$ cat src/rtl/sfp_pkg.sv
package sfp_pkg;

  // Register word addresses
  typedef enum logic [2:0] {
    ADDR_TXDATA = 3'd0,
    ADDR_RXDATA = 3'd1,
    ADDR_TXCTL  = 3'd2,
    ADDR_RXCTL  = 3'd3,
    ADDR_STATUS = 3'd4
  } reg_addr_e;

  // Control word fields
  localparam int CTL_EN_BIT    = 0;
  localparam int CTL_FLUSH_BIT = 1;
  localparam int CTL_LVL_LSB   = 8;
  localparam int LVL_W         = 6;

  // Status word fields
  localparam int FLD_W        = 6;
  localparam int ST_RXFILL_LSB = 0;
  localparam int ST_TXFILL_LSB = 8;
  localparam int ST_TXFREE_LSB = 24;

  function automatic logic [31:0] pack_status(input logic [FLD_W-1:0] rx_fill,
                                              input logic [FLD_W-1:0] tx_fill,
                                              input logic [FLD_W-1:0] tx_free);
    logic [31:0] w;
    w = '0;
    w[ST_RXFILL_LSB +: FLD_W] = rx_fill;
    w[ST_TXFILL_LSB +: FLD_W] = tx_fill;
    w[ST_TXFREE_LSB +: FLD_W] = tx_free;
    return w;
  endfunction

  function automatic logic [31:0] pack_ctl(input logic en, input logic [LVL_W-1:0] lvl);
    logic [31:0] w;
    w = '0;
    w[CTL_EN_BIT] = en;
    w[CTL_LVL_LSB +: LVL_W] = lvl;
    return w;
  endfunction

endpackage

$ cat src/rtl/sfp_rst_sync.sv
module sfp_rst_sync (
  input  logic clk,
  input  logic arst_n,
  output logic srst_n
);
  logic [1:0] sync_q;

  always_ff @(posedge clk or negedge arst_n) begin
    if (!arst_n) sync_q <= 2'b00;
    else         sync_q <= {sync_q[0], 1'b1};
  end

  assign srst_n = sync_q[1];
endmodule

$ cat src/rtl/sfp_fifo.sv
module sfp_fifo #(
  parameter  int DEPTH  = 16,
  parameter  int DATA_W = 8,
  localparam int PTR_W  = $clog2(DEPTH),
  localparam int CNT_W  = $clog2(DEPTH + 1)
) (
  input  logic              clk,
  input  logic              rst_n,
  input  logic              clr,
  input  logic              push,
  input  logic [DATA_W-1:0] push_data,
  input  logic              pop,
  output logic [DATA_W-1:0] head,
  output logic [CNT_W-1:0]  count,
  output logic              full,
  output logic              empty
);
  logic [DATA_W-1:0] mem [DEPTH];
  logic [PTR_W-1:0]  wr_ptr, rd_ptr, wr_ptr_d, rd_ptr_d;
  logic [CNT_W-1:0]  count_d;
  logic              push_ok, pop_ok;

  function automatic logic [PTR_W-1:0] ptr_inc(input logic [PTR_W-1:0] p);
    return (p == PTR_W'(DEPTH - 1)) ? '0 : p + 1'b1;
  endfunction

  assign full    = (count == CNT_W'(DEPTH));
  assign empty   = (count == '0);
  assign push_ok = push && !full && !clr;
  assign pop_ok  = pop && !empty && !clr;
  assign head    = mem[rd_ptr];

  always_comb begin
    wr_ptr_d = wr_ptr;
    rd_ptr_d = rd_ptr;
    count_d  = count;
    if (clr) begin
      wr_ptr_d = '0;
      rd_ptr_d = '0;
      count_d  = '0;
    end else begin
      if (push_ok) wr_ptr_d = ptr_inc(wr_ptr);
      if (pop_ok)  rd_ptr_d = ptr_inc(rd_ptr);
      case ({push_ok, pop_ok})
        2'b10:   count_d = count + 1'b1;
        2'b01:   count_d = count - 1'b1;
        default: count_d = count;
      endcase
    end
  end

  always_ff @(posedge clk or negedge rst_n) begin
    if (!rst_n) begin
      wr_ptr <= '0;
      rd_ptr <= '0;
      count  <= '0;
    end else begin
      wr_ptr <= wr_ptr_d;
      rd_ptr <= rd_ptr_d;
      count  <= count_d;
    end
  end

  // Storage: no reset, write enable only
  always_ff @(posedge clk) begin
    if (push_ok) mem[wr_ptr] <= push_data;
  end

  // occupancy never exceeds the depth
  p_no_overflow_r2: assert property (@(posedge clk) disable iff (!rst_n)
    count <= CNT_W'(DEPTH));

  // a push into a full queue with no pop leaves the level unchanged
  p_full_drop_r3: assert property (@(posedge clk) disable iff (!rst_n)
    (push && full && !pop && !clr) |=> (count == $past(count)));

  // a clear empties the queue on the next cycle
  p_clr_empties_r6: assert property (@(posedge clk) disable iff (!rst_n)
    clr |=> empty);
endmodule

$ cat src/rtl/sfp_fifo_ctl.sv
module sfp_fifo_ctl
  import sfp_pkg::*;
(
  input  logic             clk,
  input  logic             rst_n,
  input  logic             wr,
  input  logic             wr_en_bit,
  input  logic             wr_flush_bit,
  input  logic [LVL_W-1:0] wr_lvl,
  output logic             en,
  output logic [LVL_W-1:0] lvl,
  output logic             clr
);
  logic             en_d;
  logic [LVL_W-1:0] lvl_d;

  always_comb begin
    en_d  = en;
    lvl_d = lvl;
    if (wr) begin
      en_d  = wr_en_bit;
      lvl_d = wr_lvl;
    end
  end

  always_ff @(posedge clk or negedge rst_n) begin
    if (!rst_n) begin
      en  <= 1'b0;
      lvl <= '0;
    end else if (wr) begin
      en  <= en_d;
      lvl <= lvl_d;
    end
  end

  // Flush is a pulse, never stored; disabling also discards contents
  assign clr = !en || (wr && (wr_flush_bit || !wr_en_bit));

  // the stored enable follows the written bit 0
  p_en_follows_r5: assert property (@(posedge clk) disable iff (!rst_n)
    wr |=> (en == $past(wr_en_bit)));
endmodule

$ cat src/rtl/serial_fifo_pair.sv
module serial_fifo_pair
  import sfp_pkg::*;
#(
  parameter int DEPTH  = 16,
  parameter int DATA_W = 8
) (
  input  logic              clk,
  input  logic              rst_n,
  input  logic              bus_rd,
  input  logic              bus_wr,
  input  logic [2:0]        bus_addr,
  input  logic [31:0]       bus_wdata,
  output logic [31:0]       bus_rdata,
  output logic              tx_valid,
  input  logic              tx_ready,
  output logic [DATA_W-1:0] tx_data,
  input  logic              rx_valid,
  output logic              rx_ready,
  input  logic [DATA_W-1:0] rx_data,
  output logic              tx_irq,
  output logic              rx_irq
);
  localparam int CNT_W = $clog2(DEPTH + 1);

  logic srst_n;
  logic wr_txd, wr_txc, wr_rxc, rd_rxd;
  logic tx_en, rx_en, tx_clr, rx_clr;
  logic [LVL_W-1:0] tx_lvl, rx_lvl;
  logic [CNT_W-1:0] tx_cnt, rx_cnt, tx_free;
  logic tx_full, tx_empty, rx_full, rx_empty;
  logic [DATA_W-1:0] rx_head;
  logic [31:0] rdata_d;
  logic unused_wdata;

  sfp_rst_sync u_rst_sync (.clk(clk), .arst_n(rst_n), .srst_n(srst_n));

  // Address decode
  always_comb begin
    wr_txd = bus_wr && (bus_addr == ADDR_TXDATA);
    wr_txc = bus_wr && (bus_addr == ADDR_TXCTL);
    wr_rxc = bus_wr && (bus_addr == ADDR_RXCTL);
    rd_rxd = bus_rd && (bus_addr == ADDR_RXDATA);
  end

  assign unused_wdata = ^bus_wdata[31:CTL_LVL_LSB+LVL_W];

  sfp_fifo_ctl u_tx_ctl (
    .clk(clk), .rst_n(srst_n), .wr(wr_txc),
    .wr_en_bit(bus_wdata[CTL_EN_BIT]), .wr_flush_bit(bus_wdata[CTL_FLUSH_BIT]),
    .wr_lvl(bus_wdata[CTL_LVL_LSB +: LVL_W]),
    .en(tx_en), .lvl(tx_lvl), .clr(tx_clr)
  );

  sfp_fifo_ctl u_rx_ctl (
    .clk(clk), .rst_n(srst_n), .wr(wr_rxc),
    .wr_en_bit(bus_wdata[CTL_EN_BIT]), .wr_flush_bit(bus_wdata[CTL_FLUSH_BIT]),
    .wr_lvl(bus_wdata[CTL_LVL_LSB +: LVL_W]),
    .en(rx_en), .lvl(rx_lvl), .clr(rx_clr)
  );

  sfp_fifo #(.DEPTH(DEPTH), .DATA_W(DATA_W)) u_tx_fifo (
    .clk(clk), .rst_n(srst_n), .clr(tx_clr),
    .push(wr_txd && tx_en), .push_data(bus_wdata[DATA_W-1:0]),
    .pop(tx_valid && tx_ready),
    .head(tx_data), .count(tx_cnt), .full(tx_full), .empty(tx_empty)
  );

  sfp_fifo #(.DEPTH(DEPTH), .DATA_W(DATA_W)) u_rx_fifo (
    .clk(clk), .rst_n(srst_n), .clr(rx_clr),
    .push(rx_valid && rx_ready), .push_data(rx_data),
    .pop(rd_rxd),
    .head(rx_head), .count(rx_cnt), .full(rx_full), .empty(rx_empty)
  );

  // Stream handshakes
  assign tx_valid = tx_en && !tx_empty;
  assign rx_ready = rx_en && !rx_full;
  assign tx_free  = tx_en ? (CNT_W'(DEPTH) - tx_cnt) : '0;

  // Trigger-level requests
  assign rx_irq = rx_en && (LVL_W'(rx_cnt) >= rx_lvl);
  assign tx_irq = tx_en && (LVL_W'(tx_cnt) <= rx_lvl_sel_tx());

  function automatic logic [LVL_W-1:0] rx_lvl_sel_tx();
    return tx_lvl;
  endfunction

  // Read data mux and register
  always_comb begin
    rdata_d = '0;
    unique case (bus_addr)
      ADDR_RXDATA: rdata_d = rx_empty ? '0 : 32'(rx_head);
      ADDR_TXCTL:  rdata_d = pack_ctl(tx_en, tx_lvl);
      ADDR_RXCTL:  rdata_d = pack_ctl(rx_en, rx_lvl);
      ADDR_STATUS: rdata_d = pack_status(FLD_W'(rx_cnt), FLD_W'(tx_cnt), FLD_W'(tx_free));
      default:     rdata_d = '0;
    endcase
  end

  always_ff @(posedge clk or negedge srst_n) begin
    if (!srst_n)     bus_rdata <= '0;
    else if (bus_rd) bus_rdata <= rdata_d;
  end

  // a disabled queue is empty
  p_tx_disabled_empty_r11: assert property (@(posedge clk) disable iff (!srst_n)
    !tx_en |-> (tx_cnt == '0));
  p_rx_disabled_empty_r11: assert property (@(posedge clk) disable iff (!srst_n)
    !rx_en |-> (rx_cnt == '0));

  // read data holds between reads
  p_rdata_hold_r12: assert property (@(posedge clk) disable iff (!srst_n)
    !bus_rd |=> $stable(bus_rdata));

  // reading an empty receive queue returns zero
  p_rx_empty_read_r4: assert property (@(posedge clk) disable iff (!srst_n)
    (rd_rxd && rx_empty) |=> (bus_rdata == '0));

  // a stalled transmit byte stays put
  p_tx_hold_r2: assert property (@(posedge clk) disable iff (!srst_n)
    (tx_valid && !tx_ready && !tx_clr) |=> (tx_valid && $stable(tx_data)));

  // transmit request never raised while disabled
  p_tx_irq_en_r10: assert property (@(posedge clk) disable iff (!srst_n)
    tx_irq |-> tx_en);
endmodule

$ cat config.mk
export PLATFORM = sky130hd
export DESIGN_NAME = serial_fifo_pair
export DESIGN_NICKNAME = d
export VERILOG_FILES = /design/src/rtl/sfp_pkg.sv /design/src/rtl/sfp_rst_sync.sv /design/src/rtl/sfp_fifo.sv /design/src/rtl/sfp_fifo_ctl.sv /design/src/rtl/serial_fifo_pair.sv
export SDC_FILE = /design/constraint.sdc
export NUM_CORES = 1
export LEC_CHECK = 0
export BUFFER_PORTS_ARGS = -buffer_cell sky130_fd_sc_hd__buf_2
export CORE_UTILIZATION = 33
export CTS_CLUSTER_DIAMETER = 40
export DETAILED_ROUTE_END_ITERATION = 7
export PLACE_DENSITY = 0.56
export SYNTH_ARGS = -nofsm -noshare
export SYNTH_HDL_FRONTEND = slang
export SYNTH_SLANG_ARGS = --single-unit
$ cat constraint.sdc
create_clock -name clk -period 3.1 [get_ports clk]
set_clock_uncertainty 0.15 [all_clocks]
set_input_delay 0.155 -clock clk [delete_from_list [all_inputs] [get_ports clk]]
set_output_delay 0.155 -clock clk [all_outputs]
set_load 0.01 [all_outputs]
==> impl_metrics.csv <==
group,metric,value,unit
routing,wl_per_cell,19.7,µm
synthesis,yosys.area_share.adder,0.0264,
cells_and_area,area_delta_synth_final,22.3,%
critical_path,critPathMaxFanout,8,
sta,period_needed,2.97,ns
synthesis,ys.flop_type,"edfxtp_1",
cells_and_area,num-nets-final,1003,
critical_path,cp.arrival,3.02,ns
clock_tree,clock_latency,0.58,ns
floorplan,dieArea,41900,µm²
placement,gp_congestion,0.736,
synthesis,yosysMostFrequentCell,"edfxtp_1",
routing,ant_nets,0,
critical_path,reg2reg_depth,9,
pwr,power,11.4,mW
clock_tree,clockRootBuffer,"clkbuf_16",
critical_path,critPathLaunchType,"flop",
clock_tree,cts_sinks,317,
clock_tree,clkTransAtPathRegs,0.05,ns
synthesis,syn_area,13600,µm²
sta,clock.fmax,337,MHz
floorplan,io_pins,93,
synthesis,ys_types,62,
synthesis,ys_seq_elements,317,
synthesis,synth_area_per_cell,17.4,µm²
critical_path,required,3.16,ns
sta,period_share,0.958,
routing,drt_wl_total,29300,µm
placement,port_buffers,61,
routing,dr.pass1.iters,4,
synthesis,synth.area.top_cells,"edfxtp_1 57%, mux4_2 12%, dfrtp_1 11%",
critical_path,path_class,"flop to flop",
sta,maxSlewHeadroom,0.423,
floorplan,die_w,205,µm
sta,tns,0,ns
critical_path,reg2reg_from,"u_tx_fifo.count[0]",
global_route,grt_max_degree,37,
floorplan,fp.coreArea,40100,µm²
routing,viasPerCell,4.85,
global_route,grt.total_usage,0.145,
floorplan,rows,73,
synthesis,synth-compound-area-share,0.0415,
synthesis,synth_top_family_by_area,"multiplexers",
critical_path,r2r_slack,0.13,ns
hold_path,hp-class,"flop to asynchronous set/reset pin",
status,status,"complete, no violations",
critical_path,r2r_end,"u_tx_fifo.mem[1][4]",
synthesis,synth_cells,780,
synthesis,ys_warn_count,0,
synthesis,synthMuxAreaShare,0.151,
clock_tree,cts_tree,"built",
sta,drv_slew,0,
global_route,grt_pass1_wl,45000,µm
routing,num_vias,7208,
synthesis,synth_top_area_frac,0.567,
synthesis,synthXorXnorAreaFrac,0.00904,
synthesis,yosys.area.top_type,"edfxtp_1",
global_route,grt_overflow_total,0,
sta,whs,0.0780,ns
sta,setup_viol,0,
sta,worst_pin_slew,0.865,ns
pwr,p_leak,5.90,nW
global_route,antenna_found_initial,0,
run,maxCapViolCount,0,
routing,drc_errors,0,
placement,dp_hpwl,18400,µm
synthesis,async_flop_share,0.192,
synthesis,synth_common_cells,"256 x edfxtp_1, 72 x mux4_2, 61 x dfrtp_1",
routing,drt_iter0_drc,342,
synthesis,synth-edff-count,256,
sta,finalHoldViolCount,0,
clock_tree,clock_tree.buffer_depth,3,
floorplan,start_util,0.338,
sta,setup_ws,0.131,ns
clock_tree,htreeDepth,2,
synthesis,yosys.area_share.simple,0.0609,
critical_path,crit_path_end_kind,"flop",
cells_and_area,drive_gt1_frac,0.312,
synthesis,ys_seq_area_frac,0.680,
clock_tree,cts_inserted_buffers,45,
cells_and_area,n_antenna_cell,0,
floorplan,fp.dieH,205,µm
placement,dpl_worst_slack,0.0619,ns
global_route,grt_pass1_vias,7538,
pwr,ir_worst_vdd,0.461,mV
pwr,pwr_density_cell,687,nW/µm²
how the worst max path moves through the flow:
stage | depth (start not counted) | slack (ns) | to | from
floorplan | 15 | 0.02 | u_tx_fifo.count[4] | u_tx_fifo.count[0]
global route | 9 | -0.05 | u_tx_fifo.mem[1][3] | u_tx_fifo.count[1]
finish | 9 | 0.13 | u_tx_fifo.mem[1][4] | u_tx_fifo.count[0]
global placement | 14 | 0.11 | u_tx_fifo.count[4] | u_tx_fifo.count[0]
detailed placement | 14 | 0.06 | u_tx_fifo.count[4] | u_tx_fifo.count[1]
CTS | 14 | 0.05 | u_tx_fifo.count[4] | u_tx_fifo.count[1]
state kept, by name, summed over array words and instances (netlist names):
| signal | count |
|---|---|
| u_rx_ctl.lvl | 6 |
| u_rx_ctl.en | 1 |
| u_rx_fifo.mem | 128 |
| u_rx_fifo.wr_ptr | 4 |
| u_tx_fifo.mem | 128 |
| u_rst_sync.sync_q | 2 |
| u_rx_fifo.rd_ptr | 4 |
| bus_rdata | 19 |
| u_tx_fifo.rd_ptr | 4 |
| u_tx_ctl.en | 1 |
| u_tx_fifo.count | 5 |
| u_tx_ctl.lvl | 6 |
| u_tx_fifo.wr_ptr | 4 |
| u_rx_fifo.count | 5 |
critical path, stage by stage, from the launching register on:
cell      delay [ns]
dfrtp_1         0.35
inv_1           0.06
ha_1            0.22
nor3b_4         0.17
ha_1            0.20
nor4bb_2        0.33
buf_4           0.16
nand2_1         0.16
nor3_1          0.27
and2_1          0.53
cells by family (layout without fill, tap and decap cells):
logic type	Yosys count	in the layout
AND/OR/NAND/NOR	145	145
other	2	14
flip-flops	317	317
buffers and inverters	84	254
multiplexers	113	113
XOR/XNOR	14	14
AO/OA/AOI/OAI	77	77
adder cells (fa/ha/maj)	28	28
per-stage QoR:
stage	cell area [µm²]	std cells	util
global route	16600	1487	0.413
finish	16600	1487	0.413
floorplan	13600	792	-
detailed placement	14700	1372	0.366
global placement	14700	1372	0.366
CTS	16500	1485	0.412
routing by layer:
metal / up-vias / track usage / share of wire
met5: - / 0 / 0
met4: 0 / 0.0541 / 0.022
met3: 45 / 0.0301 / 0.037
met2: 112 / 0.238 / 0.49
met1: 3713 / 0.189 / 0.45
li1: 3338 / - / -
power breakdown:
group	internal (mW)	total (mW)	switching, mW
sequential	4.71	4.82	0.102
combinational	0.692	1.40	0.708
clock	3.21	5.18	1.97
total	8.62	11.4	2.78
repair_timing:
action	in CTS	in global routing
endpoints found under the setup margin	0	1
endpoints found under the hold margin	287	0
buffers inserted	0	2
resized for setup	0	10
hold buffers	30	0
cells in the final DEF, fill, tap and decap left out, drive strengths merged, types with 3 or more instances in the layout:
master / netlist / routed
nor4bb: 5 / 5
and2: 12 / 12
a211oi: 4 / 4
xor2: 7 / 7
a21o: 5 / 5
bufinv: 0 / 6
and4: 5 / 5
a21oi: 20 / 20
dfrtp: 61 / 61
clkinv: 0 / 23
o21a: 3 / 3
dlygate4sd3: 0 / 30
clkbuf: 18 / 49
a311o: 4 / 4
mux2: 15 / 15
nor2b: 11 / 11
and3: 16 / 16
nand3: 4 / 4
mux2i: 26 / 26
mux4: 72 / 72
ha: 27 / 27
o22ai: 14 / 14
edfxtp: 256 / 256
nor3: 10 / 10
nand2: 24 / 24
inv: 30 / 34
nand2b: 8 / 8
conb: 2 / 14
o21ai: 10 / 10
o221ai: 4 / 4
or3: 3 / 3
buf: 36 / 111
a31oi: 5 / 5
xnor2: 7 / 7
nor2: 35 / 35
area by class of cell:
type	count	area [µm²]
multi-input combinational	391	4050
sequential	317	9220
fill	3594	23500
timing repair buffer	141	993
clock buffer	49	1140
tap	525	657
clock inverter	34	407
inverter	30	113
Note: power is estimated with default switching activity, not from simulation.
